**src/rtl/crcw_pkg.sv**
```systemverilog
package crcw_pkg;

    // Register word addresses; the fold order of control bits matters
    localparam logic [2:0] SEL_DATA = 3'd0;
    localparam logic [2:0] SEL_CTRL = 3'd2;
    localparam logic [2:0] SEL_SEED = 3'd4;
    localparam logic [2:0] SEL_POLY = 3'd5;

    localparam int RELOAD_BIT = 0;
    localparam int MODE_LSB   = 5;
    localparam int MODE_W     = 3;

    localparam logic [31:0] SEED_AT_RESET = 32'hFFFF_FFFF;
    localparam logic [31:0] POLY_AT_RESET = 32'h04C1_1DB7;

    // Mode field as stored: bit 7 output mirror, bits 6:5 input mirror
    typedef struct packed {
        logic       out_flip;
        logic [1:0] in_flip;
    } mode_t;

    function automatic logic in_mirror_on(input mode_t m);
        return m.in_flip == 2'b11;
    endfunction

endpackage

```
**src/rtl/crcw_bitrev.sv**
```systemverilog
module crcw_bitrev #(
    parameter int W = 32
) (
    input  logic [W-1:0] din,
    output logic [W-1:0] dout
);
    for (genvar i = 0; i < W; i++) begin : g_swap
        assign dout[i] = din[W-1-i];
    end
endmodule

```
**src/rtl/crcw_fold.sv**
```systemverilog
module crcw_fold #(
    parameter int W = 32
) (
    input  logic [W-1:0] crc_in,
    input  logic [W-1:0] word,
    input  logic [W-1:0] poly,
    output logic [W-1:0] crc_out
);
    localparam int STEPS = W;

    logic [W-1:0] stage [STEPS+1];

    assign stage[0] = crc_in ^ word;

    for (genvar s = 0; s < STEPS; s++) begin : g_step
        assign stage[s+1] = stage[s][W-1] ? ((stage[s] << 1) ^ poly)
                                          : (stage[s] << 1);
    end

    assign crc_out = stage[STEPS];
endmodule

```
**src/rtl/crcw_engine.sv**
```systemverilog
module crcw_engine
    import crcw_pkg::*;
#(
    parameter int W      = 32,
    parameter int ADDR_W = 3
) (
    input  logic              clk,
    input  logic              rst,
    input  logic              bus_valid,
    input  logic              bus_we,
    input  logic [ADDR_W-1:0] bus_addr,
    input  logic [W-1:0]      bus_wdata,
    output logic [W-1:0]      bus_rdata
);
    localparam int CTRL_USED = MODE_LSB + MODE_W;

    logic [W-1:0] acc_q, seed_q, poly_q;
    mode_t        mode_q;

    logic         wr, rd;
    logic         wr_data, wr_ctrl, wr_seed, wr_poly;
    logic [W-1:0] word_fwd, word_rev, word_sel, acc_next, acc_rev, acc_view;

    assign wr      = bus_valid && bus_we;
    assign rd      = bus_valid && !bus_we;
    assign wr_data = wr && (bus_addr == ADDR_W'(SEL_DATA));
    assign wr_ctrl = wr && (bus_addr == ADDR_W'(SEL_CTRL));
    assign wr_seed = wr && (bus_addr == ADDR_W'(SEL_SEED));
    assign wr_poly = wr && (bus_addr == ADDR_W'(SEL_POLY));

    assign word_fwd = bus_wdata;

    crcw_bitrev #(.W(W)) u_in_rev  (.din(word_fwd), .dout(word_rev));
    crcw_bitrev #(.W(W)) u_out_rev (.din(acc_q),    .dout(acc_rev));

    assign word_sel = in_mirror_on(mode_q) ? word_rev : word_fwd;

    crcw_fold #(.W(W)) u_fold (
        .crc_in (acc_q),
        .word   (word_sel),
        .poly   (poly_q),
        .crc_out(acc_next)
    );

    assign acc_view = mode_q.out_flip ? acc_rev : acc_q;

    always_ff @(posedge clk) begin
        if (rst) begin
            seed_q <= W'(SEED_AT_RESET);
            poly_q <= W'(POLY_AT_RESET);
            mode_q <= '0;
            acc_q  <= W'(SEED_AT_RESET);
        end else begin
            if (wr_seed) seed_q <= bus_wdata;
            if (wr_poly) poly_q <= bus_wdata;
            if (wr_ctrl) mode_q <= mode_t'(bus_wdata[MODE_LSB +: MODE_W]);
            if (wr_ctrl && bus_wdata[RELOAD_BIT]) acc_q <= seed_q;
            else if (wr_data)                     acc_q <= acc_next;
        end
    end

    always_comb begin
        bus_rdata = '0;
        if (rd) begin
            case (bus_addr)
                ADDR_W'(SEL_DATA): bus_rdata = acc_view;
                ADDR_W'(SEL_CTRL): bus_rdata = W'({mode_q, {MODE_LSB{1'b0}}});
                ADDR_W'(SEL_SEED): bus_rdata = seed_q;
                ADDR_W'(SEL_POLY): bus_rdata = poly_q;
                default:           bus_rdata = '0;
            endcase
        end
    end

    initial begin
        if (CTRL_USED > W) $error("control field wider than data path");
    end
endmodule

```
**config.mk**
```make
export PLATFORM = sky130hd
export DESIGN_NAME = crcw_engine
export DESIGN_NICKNAME = d
export VERILOG_FILES = /design/src/rtl/crcw_pkg.sv /design/src/rtl/crcw_bitrev.sv /design/src/rtl/crcw_fold.sv /design/src/rtl/crcw_engine.sv
export SDC_FILE = /design/constraint.sdc
export NUM_CORES = 1
export LEC_CHECK = 0
export BUFFER_PORTS_ARGS = -buffer_cell sky130_fd_sc_hd__buf_2
export CORE_MARGIN = 8
export CORE_UTILIZATION = 55
export CTS_CLUSTER_SIZE = 12
export DETAILED_ROUTE_END_ITERATION = 6
export MAX_ROUTING_LAYER = met4
export PLACE_DENSITY = 0.81
export SLEW_MARGIN = 20
export SYNTH_ARGS = -nofsm -noshare
export SYNTH_HDL_FRONTEND = slang
export SYNTH_SLANG_ARGS = --single-unit
```
**constraint.sdc**
```tcl
create_clock -name clk -period 17.5 [get_ports clk]
set_clock_uncertainty 0.1 [all_clocks]
set_input_delay 0.875 -clock clk [delete_from_list [all_inputs] [get_ports clk]]
set_output_delay 0.875 -clock clk [all_outputs]
set_load 0.005 [all_outputs]
```
* Word level (Yosys, flattened, before mapping)
Cells that the tools add are included.
** Storage, ports and cells
- Register bits after elaboration :: 99
- Output and inout port bits :: 32
** Operators by class
- Reduce and logical (&&, ||, !) cells :: 10
- Bitwise logic cells :: 33
- Equality and inequality tests :: 4
- Muxes and demuxes :: 38
** Operators by type and width (count)
- $mux W32 :: 37
- $xor A32 B32 Y32 :: 33
- $pmux W32 S4 :: 1
- $logic_and A1 B1 Y1 :: 7
- $eq A3 B3 Y1 const B :: 2
- $eq A3 B2 Y1 const B :: 1
- $logic_not A3 Y1 :: 1
- $eq A2 B2 Y1 const B :: 1
- $reduce_bool A2 Y1 :: 1
- $logic_not A1 Y1 :: 1

* Logic depth before layout (Yosys ltp)
- Depth in word-level cells :: 69
- Gate-level depth with buffers :: 56
- Depth with buffers taken out :: 44

* By module
A second synthesis with hierarchy kept.
** Second synthesis, totals
- Cells, all modules :: 3708
- Area, all modules :: 25261.7 um^2
** By module, submodules not included
- crcw_fold :: instances 1, area an instance 18990.7 um^2, cells each 3005
- crcw_engine :: instances 1, area an instance 5790.6 um^2, cells each 639
- crcw_bitrev :: instances 2, area an instance 240.2 um^2, cells each 32

* Least setup slack after synthesis
No wires, ideal clock.
- Kind :: input -> register
- Start point :: in bus_wdata[31]
- End point :: reg acc_q[26]
- Cell stages on the path :: 50
- Arrival :: 13.031 ns
- Library setup time :: 0.128 ns
- Path buffers :: 7
- Setup slack :: 4.242 ns
- Path through :: buf_2 -> a21boi_1 -> nor3_1 -> or3_1 -> and2_0 -> o31a_1 -> or2_1 -> buf_2 -> mux2_4 -> o2111ai_4 -> and2_1 -> buf_4 -> a211oi_1 -> o32a_1 -> buf_4 -> and3_1 -> or4_1 -> o311a_1 -> (+14 left out) -> buf_4 -> nor2_1 -> a2111o_1 -> o211a_1 -> o31a_2 -> nor3_1 -> xnor3_2 -> xor2_1 -> nor3_1 -> a2111oi_2 -> nor2_1 -> xor2_2 -> o221ai_1 -> nor3_1 -> buf_2 -> o21ai_1 -> xnor3_1 -> o21ai_1
** Between the ends
- Word-level cells in the longest chain between the ends :: 67
** RTL lines
- start, declared :: line crcw_engine.sv:12 : input logic [W-1:0] bus_wdata,
- $mux W32 (*) :: line crcw_engine.sv:36 : assign word_sel = in_mirror_on(mode_q) ? word_rev : word_fwd;
- $xor A32 B32 Y32 (*) :: line crcw_fold.sv:13 : assign stage[0] = crc_in ^ word;
- $xor A32 B32 Y32 :: line crcw_fold.sv:16 : assign stage[s+1] = stage[s][W-1] ? ((stage[s] << 1) ^ poly)
- $mux W32 (*) :: line crcw_fold.sv:16
- $xor A32 B32 Y32 :: line crcw_fold.sv:16
- $mux W32 (*) :: line crcw_fold.sv:16
- $xor A32 B32 Y32 :: line crcw_fold.sv:16
- $mux W32 (*) :: line crcw_fold.sv:16
- (+50 left out)
- $xor A32 B32 Y32 :: line crcw_fold.sv:16
- $mux W32 (*) :: line crcw_fold.sv:16
- $xor A32 B32 Y32 :: line crcw_fold.sv:16
- $mux W32 (*) :: line crcw_fold.sv:16
- $xor A32 B32 Y32 :: line crcw_fold.sv:16
- $mux W32 (*) (2 in a row) :: line crcw_fold.sv:16
- $mux W32 (*) :: line crcw_engine.sv:58 : else if (wr_data) acc_q <= acc_next;
- $mux W32 (*) :: line crcw_engine.sv:57 : if (wr_ctrl && bus_wdata[RELOAD_BIT]) acc_q <= seed_q;
- end signal, assigned :: line crcw_engine.sv:52 : acc_q <= W'(SEED_AT_RESET);
- end signal, assigned :: line crcw_engine.sv:57
- end signal, assigned :: line crcw_engine.sv:58
- end, declared :: line crcw_engine.sv:17 : logic [W-1:0] acc_q, seed_q, poly_q;
Every way passes the cells marked *; elsewhere a longest branch is shown, timed or not. The select of a mux whose other input is x is not followed.
A chain may end at the register's enable or synchronous reset.

* Worst setup path in the final report
- Start point :: in bus_wdata[1]
- End point :: reg acc_q[14]
** Between the ends
- Word-level cells in the longest chain between the ends :: 67
** RTL lines (line)
- $mux W32 (*) :: crcw_engine.sv:36
- $xor A32 B32 Y32 (*) :: crcw_fold.sv:13
- $xor A32 B32 Y32 :: crcw_fold.sv:16
- $mux W32 (*) :: crcw_fold.sv:16
- $xor A32 B32 Y32 :: crcw_fold.sv:16
- $mux W32 (*) :: crcw_fold.sv:16
- $xor A32 B32 Y32 :: crcw_fold.sv:16
- $mux W32 (*) :: crcw_fold.sv:16
- (+50 left out)
- $xor A32 B32 Y32 :: crcw_fold.sv:16
- $mux W32 (*) :: crcw_fold.sv:16
- $xor A32 B32 Y32 :: crcw_fold.sv:16
- $mux W32 (*) (2 in a row) :: crcw_fold.sv:16
- $xor A32 B32 Y32 :: crcw_fold.sv:16
- $mux W32 (*) :: crcw_fold.sv:16
- $mux W32 (*) :: crcw_engine.sv:58
- $mux W32 (*) :: crcw_engine.sv:57
Marks and branches as above.

==> impl_metrics.toml <==
[critical_path]
cp-startpoint = "bus_wdata[1]"
worst_path_largest_cell_delay_ns = 0.59
timing.rr.end = "acc_q[14]"
critical_path_required_ns = 17.63
path_max_fanout = 29
path_class = "primary input to register"
endpoint_kind = "register"
crit_slowest_cell = "or4_1"
reg2reg_slack_ns = 0.97
start_kind = "primary input"
worstPathArrival_ns = 16.76
reg2reg_depth = 47
reg2reg_from = "mode_q[1]"
endpoint = "acc_q[14]"

[global_route]
track_usage_pct = 35.53
grt_util_met3_pct = 7.778
use_met2_pct = 51.86
gr-usage-met1_pct = 43.18
grt_pass1_vias = 24525
grt_busiest_layer = "met2"
antenna_found_initial = 0
grt_overflow = 0
grt_max_degree = 129
grt_pass1_wl_um = 141700

[timing]
maxSlewHeadroom_pct = 21.95
setup_tns_ns = 0
fin_crit_sh_pct = 95.06
rsz0062_at_grt = "false"
hold_viol_final = 0
fin_crit_ns = 16.64
setup_viol = 0
whs_ns = 0.4194
clock.fmax_ghz = 0.06011
slew_viol_final = 0
worstMarginPinSlew_ns = 1.166

[cells_and_area]
num-nets-final = 3445
synthToLayoutAreaGrowth_pct = 3.788
n_antenna_cell = 0
fillerInstances = 4208
layout-drive-gt1-share_pct = 9.381

[yosys]
synthesis.nets = 3627
syn_inst = 3588
synth_most_common_cell = "nand2_1"
synth_common_cells = "nand2_1, xnor2_1, clkbuf_1"
ys_warn_count = 0
synth-main-ff-cell = "dfxtp_1"
syn_avg_cell_area_um2 = 6.775
ys_async_sr_fraction_pct = 0
synth_area_leaders = "xnor2_1, nand2_1, dfxtp_1"
synth_seq_cells = 99
yosysTopAreaCell = "xnor2_1"
ys_types = 109
synth_edf_count = 0
seq_area_frac_synth_pct = 8.153
netlist.area_leader.share_pct = 27.74
netlist_area_mm2 = 0.02431

[routing]
drtIter0Drc = 4814
drtPass1Iterations = 7
avgRoutedWirePerCell_um = 22.99
drc = 10
vias = 26910
viasPerCell = 6.722
finalWirelength_um = 92030
ant_nets = 0

[die]
die_y_um = 226.2
start_util_pct = 55.33
die_width_um = 226.2
ios = 71
num_rows = 77
die-area_mm2 = 0.05118
core_area_mm2 = 0.04393

[placed_design]
dpl.hpwl_um = 62200
port_buffers = 70
globalplace.congestion = 1.087

[hold_path]
hold_class = "register to register"
min_path_cells = 2

[job]
maxCapViolCount = 0

[outcome]
violations = "design-rule violations"
status = "finished, violations left"

[clock_network]
htreeDepth = 3
cts_max_path_buffers = 2
cts_tree = "built"
clock_latency_ns = 0.37
cts_root_buf = "clkbuf_16"
clkSlewWorstSetupHoldPaths_ns = 0.08
cts_setup_buffers = 0
cts_hold_buf = 0
cts_resized = 0
cts.sinks = 99
cts_inserted_buffers = 9
cells in the final DEF, fill, tap and decap left out, types with 8 or more instances in the layout:
| cell type | Yosys | layout |
|---|---|---|
| nor2b_1 | 40 | 38 |
| xnor2_2 | 8 | 16 |
| nand3_1 | 48 | 46 |
| xor2_1 | 55 | 54 |
| nor2_2 | 2 | 8 |
| a31oi_1 | 21 | 21 |
| and2_1 | 17 | 17 |
| dfxtp_2 | 0 | 8 |
| o21ai_0 | 122 | 122 |
| buf_4 | 9 | 106 |
| o21ai_1 | 77 | 76 |
| xnor2_1 | 770 | 760 |
| mux2i_1 | 54 | 54 |
| clkbuf_16 | 0 | 9 |
| nor3_1 | 52 | 50 |
| o211a_1 | 8 | 8 |
| nand3b_1 | 8 | 8 |
| and3_1 | 24 | 23 |
| buf_2 | 14 | 70 |
| nand4_1 | 15 | 15 |
| o21a_1 | 12 | 12 |
| nor2_1 | 172 | 166 |
| a211oi_1 | 38 | 38 |
| inv_1 | 20 | 19 |
| o22ai_1 | 66 | 66 |
| a22oi_1 | 23 | 23 |
| xnor3_1 | 35 | 35 |
| dfxtp_1 | 99 | 90 |
| a21o_1 | 21 | 21 |
| a221oi_1 | 34 | 34 |
| a21oi_1 | 122 | 122 |
| a222oi_1 | 30 | 30 |
| nand2_1 | 847 | 847 |
| a32oi_1 | 87 | 87 |
| o211ai_1 | 18 | 18 |
| a211o_1 | 47 | 47 |
| xor2_2 | 7 | 8 |
| or3_1 | 16 | 16 |
| mux2_2 | 34 | 34 |
worst min-delay path by stage:
stage,startpoint,end
global route,seed_q[0],acc_q[0]
CTS,seed_q[21],acc_q[21]
global placement,seed_q[21],acc_q[21]
detailed placement,seed_q[21],acc_q[21]
finish,seed_q[21],acc_q[21]
floorplan,seed_q[0],acc_q[0]
metal layers:
metal | up-vias | routed length, um
li1 | 11992 | -
met1 | 12315 | 33490
met2 | 2105 | 38380
met3 | 498 | 12590
met4 | 0 | 7576
met5 | - | 0
flip-flops by register name, indices dropped and copies added (netlist names):
signal and count:
mode_q 3, acc_q 32, poly_q 32, seed_q 32
worst max-delay path: cells and delay by family:
kind | cells | cell delay [ns]
AND/OR/NAND/NOR | 15 | 5.32
buffers and inverters | 5 | 1.48
multiplexers | 2 | 0.86
XOR/XNOR | 8 | 2.99
AO/OA/AOI/OAI | 18 | 5.16
layout make-up:
type	count	area, um2	area share (%)
clock buffer	11	242.7	0.9621
clock inverter	5	42.54	0.1686
inverter	21	78.83	0.3124
multi-input combinational	3098	20960	83.09
sequential	99	1996	7.910
tap	592	740.7	2.936
timing repair buffer	177	1166	4.622
metrics by stage:
stage               util (%)  instances  cell area [um2]  setup WS (ns)
floorplan                  -       3588            24310          4.242
global placement       56.65       3987            24890          1.174
detailed placement     56.66       3987            24890         0.9430
CTS                    57.31       4003            25180          1.287
global route           57.43       4003            25230        0.03897
finish                 57.43       4003            25230         0.8640
logic make-up (layout without fill, tap and decap cells):
| logic type | count (synthesis) | in the layout | synth area share, % |
|---|---|---|---|
| buffers and inverters | 391 | 214 | 6.279 |
| muxes | 92 | 92 | 4.025 |
| AOI/OAI and AO/OA | 831 | 831 | 24.23 |
| and+or+nand+nor | 1293 | 1293 | 22.68 |
| DFF | 99 | 99 | 8.153 |
| adders and majority gates | 1 | 1 | 0.04118 |
| xor gates and xnor gates | 881 | 881 | 34.59 |
Power is not shown: default switching activity piles up to over one toggle a cycle in this logic, so the estimate is an artifact.
